## config.mk

```make
export PLATFORM = sky130hd
export DESIGN_NAME = log_barrel_shifter
export DESIGN_NICKNAME = d
export VERILOG_FILES = /design/src/rtl/bshift_pkg.sv /design/src/rtl/bshift_mirror.sv /design/src/rtl/bshift_rank.sv /design/src/rtl/log_barrel_shifter.sv
export SDC_FILE = /design/constraint.sdc
export NUM_CORES = 1
export LEC_CHECK = 0
export ABC_AREA = 1
export BUFFER_PORTS_ARGS = -buffer_cell sky130_fd_sc_hd__buf_2
export CORE_MARGIN = 4
export CORE_UTILIZATION = 59
export DETAILED_ROUTE_END_ITERATION = 12
export PLACE_DENSITY = 0.86
export SLEW_MARGIN = 30
export SYNTH_ARGS = -nofsm -noshare
export SYNTH_HDL_FRONTEND = slang
export SYNTH_SLANG_ARGS = --single-unit
```

## constraint.sdc

```tcl
create_clock -name vclk -period 1.6
set_input_delay 0.16 -clock vclk [all_inputs]
set_output_delay 0.16 -clock vclk [all_outputs]
set_load 0.02 [all_outputs]
```

## src/rtl/bshift_pkg.sv

```systemverilog
package bshift_pkg;

  typedef enum logic [1:0] {
    SH_SLL = 2'b00,
    SH_SRL = 2'b01,
    SH_SRA = 2'b10,
    SH_ROR = 2'b11
  } shift_op_e;

  // Value entering vacated high positions of the right-moving network.
  function automatic logic fill_for(shift_op_e o, logic msb);
    return (o == SH_SRA) ? msb : 1'b0;
  endfunction

  // Left shifts are done by mirroring around the right-moving network.
  function automatic logic mirror_for(shift_op_e o);
    return (o == SH_SLL);
  endfunction

  // Rotate routes bits leaving the low end back to the high end.
  function automatic logic wrap_for(shift_op_e o);
    return (o == SH_ROR);
  endfunction

endpackage

```

## src/rtl/bshift_mirror.sv

```systemverilog
module bshift_mirror #(
  parameter int W = 32
) (
  input  logic         en,
  input  logic [W-1:0] din,
  output logic [W-1:0] dout
);
  for (genvar i = 0; i < W; i++) begin : g_bit
    assign dout[i] = en ? din[W-1-i] : din[i];
  end
endmodule

```

## src/rtl/bshift_rank.sv

```systemverilog
module bshift_rank #(
  parameter int W    = 32,
  parameter int DIST = 1
) (
  input  logic         sel,
  input  logic         wrap,
  input  logic         fill,
  input  logic [W-1:0] din,
  output logic [W-1:0] dout
);
  logic [W-1:0] moved;

  for (genvar i = 0; i < W; i++) begin : g_bit
    if (i + DIST < W) begin : g_inner
      assign moved[i] = din[i+DIST];
    end else begin : g_edge
      assign moved[i] = wrap ? din[i+DIST-W] : fill;
    end
    assign dout[i] = sel ? moved[i] : din[i];
  end
endmodule

```

## src/rtl/log_barrel_shifter.sv

```systemverilog
module log_barrel_shifter #(
  parameter int W  = 32,
  parameter int AW = $clog2(W)
) (
  input  logic [W-1:0]  din,
  input  logic [AW-1:0] amt,
  input  logic [1:0]    op,
  output logic [W-1:0]  dout
);
  import bshift_pkg::*;

  shift_op_e op_e;
  logic      fill_bit;
  logic      wrap_en;
  logic      mirror_en;

  logic [AW:0][W-1:0] stage;

  assign op_e      = shift_op_e'(op);
  assign fill_bit  = fill_for(op_e, din[W-1]);
  assign wrap_en   = wrap_for(op_e);
  assign mirror_en = mirror_for(op_e);

  bshift_mirror #(.W(W)) u_pre (
    .en   (mirror_en),
    .din  (din),
    .dout (stage[0])
  );

  for (genvar k = 0; k < AW; k++) begin : g_rank
    bshift_rank #(.W(W), .DIST(1 << k)) u_rank (
      .sel  (amt[k]),
      .wrap (wrap_en),
      .fill (fill_bit),
      .din  (stage[k]),
      .dout (stage[k+1])
    );
  end

  bshift_mirror #(.W(W)) u_post (
    .en   (mirror_en),
    .din  (stage[AW]),
    .dout (dout)
  );
endmodule

```

==> metrics.txt, run 1 <==
largest net degree at the start of global routing=41; Post-Syn Nets=748; Initial Util=62.3%; largest area contributor in the netlist=nand3_1; outcome=stopped before the end; site row count=26; Avg Inst Size Synth=4.57 um2; register area share after synthesis=0%; top-area cell type share of the netlist area=48.1%; IO Pins=71; Error=[ERROR DPL-0038] Utilization greater than 100%, impossible to legalize; top cells by area, synth=nand3_1 (48%), nand2_1 (33%), buf_2 (4.5%); post-DP HPWL=9420 um; port bufs=71; DP Cell Count=824; post-GRT worst EP=dout[24]; cells after synthesis=709; chip width=82.1 um; Die Span Y=82.1 um; post-synthesis cell type count=14; Stop stage=global routing (5_1_grt); Hold-fix buffers, CTS=0; RePlAce Congestion=0.997; number of synthesis warnings=0; post-synth design cell area=3240 um2; Worst EP kind=primary output
## synth_stat cells
cell      count
buf_2        29
nand2_4       1
nor2_4        1
clkbuf_1      1
inv_1        36
buf_4         9
buf_1         7
nand3_1     312
nand2_1     288
buf_6         4
nand2_2       3
nand3_2      11
inv_2         3
nor2_1        4
## metrics by stage
step	utilization [%]	worst slack (ns)	instance area [um2]	TNS [ns]
2_1_floorplan	-	0.0475	3240	0
3_3_place_gp	70.4	-0.316	3670	-9.17
3_5_place_dp	70.4	-0.392	3670	-11.39
4_1_cts	81.0	-0.297	4210	-8.99
## logic make-up after synthesis
group / synth area share [%]
buffers and inverters: 13.4
AND/OR/NAND/NOR: 86.6
## what timing repair did
action / in CTS
setup endpoints to repair: 32
gates resized for setup: 107
cloned: 2
buffers inserted: 3
pin swaps: 6
==> inputs of run 2 (changes only) <==
--- a/config.mk
+++ b/config.mk
@@ -8,9 +8,9 @@
 export ABC_AREA = 1
 export BUFFER_PORTS_ARGS = -buffer_cell sky130_fd_sc_hd__buf_2
 export CORE_MARGIN = 4
-export CORE_UTILIZATION = 59
+export CORE_UTILIZATION = 40
 export DETAILED_ROUTE_END_ITERATION = 12
-export PLACE_DENSITY = 0.86
+export PLACE_DENSITY_LB_ADDON = 0.15
 export SLEW_MARGIN = 30
 export SYNTH_ARGS = -nofsm -noshare
 export SYNTH_HDL_FRONTEND = slang
==> metrics.txt, run 2 <==
most frequent cell after synthesis=nand3_1; Psw=1.41 mW; final setup margin=-0.360 ns; initial antenna violation count=0; post-synthesis cell type count=14 (unchanged); RePlAce Congestion=1.07 (+7.5%); chip width=98.0 um (+19%); Post-Syn Nets=748 (unchanged); cells after synthesis=709 (unchanged); clock buffers=0; number of synthesis warnings=0 (unchanged); via count=5396; core area=7810 um2; vias per cell=6.24; Flop pwr share=0%; largest net degree at the start of global routing=41; switch share=63.5%; Slew @ Worst Pin=0.517 ns; most frequent cells in the layout=nand2_1 (187), nand3_2 (184), nand3_1 (113), nand2_2 (100), buf_2 (37); post-DP HPWL=9900 um (+5.2%); Max-cap violations=0; GRT overflow=0; Final Setup Violations=32; CP Capture Type=output pin; startpoint type of the worst setup path=input pin; layout cells sized above 1=56.0%; Avg Inst Size Synth=4.57 um2 (unchanged); Total GRT Usage=26.0%; worst setup path category=in -> out; routed len/inst=18.1 um; final antenna-violating net count=0; Comb pwr share=100.0%; register area share after synthesis=0% (unchanged); outcome=finished with violations; area delta synth->final=70.3%; vias in the first global route=4620; Synth top cells by count=nand3_1 (312), nand2_1 (288), inv_1 (36); Antenna Cells=0; top cells by area, synth=nand3_1 (48%), nand2_1 (33%), buf_2 (4.5%); DRT Pass-1 Iters=6; largest area contributor in the netlist=nand3_1; LEAKAGE=2.76 nW; Register Area=0 um2; required time of the worst setup path=1.44 ns; FF+latch count=0; Placed Instance Area=3710 um2 (+1.1%); post-synth design cell area=3240 um2 (unchanged); DRC errors left=0; port bufs=71 (unchanged); die area=9610 um2; Max transition margin=65.5%; Core Util, Final=70.7%; Final Cycle Share=123%; clock share of power=0%; VDD IR-drop max=0.206 mV; # nets final=804; FMAX=0.510 GHz; power density cells=403 nW/um2; IO Pins=71 (unchanged); site row count=32 (+23%); cell-internal power=0.811 mW; final hold viol count=0; initial drt markers=568; leading cell type in the layout, fill and taps excluded=nand2_1; unrepaired setup endpoints after global routing=true; Die Span Y=98.0 um (+19%); cell area after layout=5520 um2; HP Class=in -> out; CP arrival=1.80 ns; worst-path fanout max=7; final worst path period need=1.96 ns; detailed-route wire length=15600 um; Power, Total=2.22 mW; Initial Util=41.5% (-21 points); failing checks=negative setup slack; top-area cell type share of the netlist area=48.1% (unchanged); max-slew violation count=0; first-pass GRT wire length=21600 um
-- run 2: repair_timing --
action,CTS,global route
resized for setup,25,371
gates cloned,0,7
pin swaps,0,86
buffers inserted,0,2
hold buffers,0,0
endpoints found under the setup margin,32,32
-- run 2: worst paths after layout --
| check | startpoint | to | slack [ns] | cells after the start |
|---|---|---|---|---|
| hold / removal | amt[4] | dout[15] | 0.98 | 6 |
| setup / recovery | op[0] | dout[11] | -0.36 | 17 |
-- run 2: critical path, cell delays in order --
cell and delay, ns:
buf_8 0.11, nor2_4 0.11, buf_12 0.15, clkbuf_16 0.17, nand2_8 0.05, nand3_2 0.09
nand2_1 0.08, nand2_2 0.08, nand3_2 0.09, nand2_1 0.10, nand2_1 0.05, nand2_1 0.10
nand3_1 0.08, nand2_1 0.11, nand2_1 0.07, nand2_2 0.07, buf_6 0.11
-- run 2: per-stage QoR --
stage / setup TNS (ns) / hold WS (ns) / cells / setup slack [ns]
after detailed placement: -11.57 / 0.973 / 856 / -0.392
after global placement: -10.42 / 0.964 / 856 / -0.354
after global routing: -12.85 / 1.01 / 865 / -0.455
final: -9.90 / 0.978 / 865 / -0.360
after CTS: -9.68 / 0.976 / 856 / -0.337
after floorplan: 0 / 0.682 / 709 / 0.0475
-- run 2: cell type report --
cell class                 count  area, um2
inverter                      39        151
fill                         656       2290
tap                          102        128
multi-input combinational    621       4320
timing repair buffer         103        925
-- run 2: logic make-up after synthesis --
group	share of synthesized area, %
buffers and inverters	13.4
AND/OR/NAND/NOR	86.6
-- run 2: power by group through the flow --
stage | combinational (mW) | sequential [mW] | clock [mW]
5_1_grt | 2.39 | 0 | 0
3_5_place_dp | 1.52 | 0 | 0
6_report | 2.22 | 0 | 0
2_1_floorplan | 1.09 | 0 | 0
3_3_place_gp | 1.50 | 0 | 0
4_1_cts | 1.57 | 0 | 0
-- run 2: metal layers --
metal,vias to the layer above,global-route usage (%),part of all wire (%)
li1,2488,-,-
met1,2501,32.9,37
met2,322,46.8,49
met3,85,2.93,9.0
met4,0,6.28,5.1
met5,-,0,0
(Power assumes the default switching activity.)
==> inputs of run 3 (changes only) <==
==> constraint.sdc (replaced) <==
create_clock -name vclk -period 2.4
set_input_delay 0.24 -clock vclk [all_inputs]
set_output_delay 0.24 -clock vclk [all_outputs]
set_load 0.02 [all_outputs]
==> metrics.txt, run 3 (same netlist as run 2, synthesis figures left out) <==
outcome=finished clean; CP arrival=2.04 ns (+0.24 ns); detailed-route wire length=12600 um (-20%); fill cell count=931 (+42%); Max-cap violations=0 (unchanged); GRT overflow=0 (unchanged); Final Setup Violations=0 (-100%); # nets final=786 (-2.2%); post-CTS sizing=0 (-100%); vias in the first global route=4512 (-2.3%); chip width=98.0 um (unchanged); vias per cell=5.78 (-7.3%); area of the multi-input gates=2820 um2 (-35%); port bufs=71 (unchanged); Antenna Cells=0 (unchanged); RePlAce Congestion=1.07 (about the same); Core Util, Final=46.4% (-24 points); most frequent cells in the layout=nand3_1 (312), nand2_1 (288), buf_2 (71), inv_1 (36); cell area after layout=3620 um2 (-34%); CP max stage cell=clkbuf_16; Hold-fix buffers, CTS=0 (unchanged); Initial Util=41.5% (unchanged); HP Class=in -> out; CP peak stage delay=0.29 ns (+0.12 ns); routed len/inst=14.8 um (-18%); DRC errors left=0 (unchanged); leading cell type in the layout, fill and taps excluded=nand3_1; LEAKAGE=2.13 nW (-23%); CP most frequent cell=nand2_1; required time of the worst setup path=2.16 ns (+0.72 ns); met2 wire length=6140 um (-20%); DR WL met3=834 um (-41%); Register Area=0 um2 (unchanged); largest net degree at the start of global routing=72 (+76%); area delta synth->final=11.7%; worst-path fanout max=35 (+28); M1 WL=5210 um (-8.8%); startpoint type of the worst setup path=input pin; Top delay family on crit path=simple AND/OR/NAND/NOR gates; clock buffers=0 (unchanged); Max transition margin=57.9% (-7.7 points); Slew @ Worst Pin=0.631 ns (+0.114 ns); max-slew violation count=0 (unchanged); site row count=32 (unchanged); initial antenna violation count=0 (unchanged); FF+latch count=0 (unchanged); first-pass GRT wire length=20800 um (-3.3%); CP Buf/Inv Count=3 (-1); die area=9610 um2 (unchanged); final antenna-violating net count=0 (unchanged); Placed Instance Area=3560 um2 (-3.9%); layout cells sized above 1=14.2% (-42 points); non-filler instance count after layout=847 (-2.1%); IO Pins=71 (unchanged); FMAX=0.439 GHz; max layer used=met4; power density cells=278 nW/um2 (-31%); Total GRT Usage=25.1% (-0.83 points); CP Cell Sequence=buf_2 -> nor2_4 -> clkbuf_16 -> nand2_1 -> nand3_1 -> nand3_1 -> nand3_2 -> nand2_1 -> nand2_1 -> nand2_1 -> nand2_1 -> nand3_1 -> nand2_1 -> buf_2; Setup Fix Bufs, Post-CTS=0 (unchanged); CP Capture Type=output pin; DRT Pass-1 Iters=6 (unchanged); VDD IR-drop max=0.148 mV (-28%); worst setup path category=in -> out; final worst path period need=2.28 ns; DP Cell Count=845 (-1.3%); final hold viol count=0 (unchanged); core area=7810 um2 (unchanged); Die Span Y=98.0 um (unchanged); via count=4899 (-9.2%); post-DP HPWL=9700 um (-2.0%); initial drt markers=467 (-18%); Final Cycle Share=95.0%
-- run 3: area by class of cell --
| type | count | area share [%] |
|---|---|---|
| well taps | 102 | 3.52 |
| inverters | 39 | 4.04 |
| multi-input cells | 620 | 77.9 |
| repair buffers | 86 | 14.6 |
-- run 3: routing by layer --
| layer | vias to the layer above | GRT usage [%] |
|---|---|---|
| li1 | 2442 | - |
| met1 | 2197 | 32.3 |
| met2 | 228 | 45.6 |
| met3 | 32 | 1.71 |
| met4 | 0 | 5.86 |
| met5 | - | 0 |
-- run 3: path summary, 6_finish.rpt --
path / from / endpoint / slack (ns) / cells after the start
min: amt[4] / dout[16] / 1.13 / 6
max: op[0] / dout[7] / 0.12 / 14
-- run 3: worst min-delay path: cells and delay by family --
kind / cells / cell delay, ns
buffers and inverters: 3 / 0.45
AND/OR/NAND/NOR: 3 / 0.20
-- run 3: stage by stage --
| stage | hold slack [ns] | power [mW] | setup WS (ns) | setup TNS [ns] |
|---|---|---|---|---|
| floorplan | 0.842 | 0.726 | 0.687 | 0 |
| global placement | 1.12 | 0.976 | 0.180 | 0 |
| global route | 1.18 | 1.13 | -0.00759 | -0.0409 |
| finish | 1.13 | 1.01 | 0.120 | 0 |
| CTS | 1.13 | 0.986 | 0.158 | 0 |
| detailed placement | 1.13 | 0.982 | 0.164 | 0 |
-- run 3: report_power, final --
group,switching (mW),internal (mW)
sequential,0,0
clock,0,0
combinational,0.684,0.323
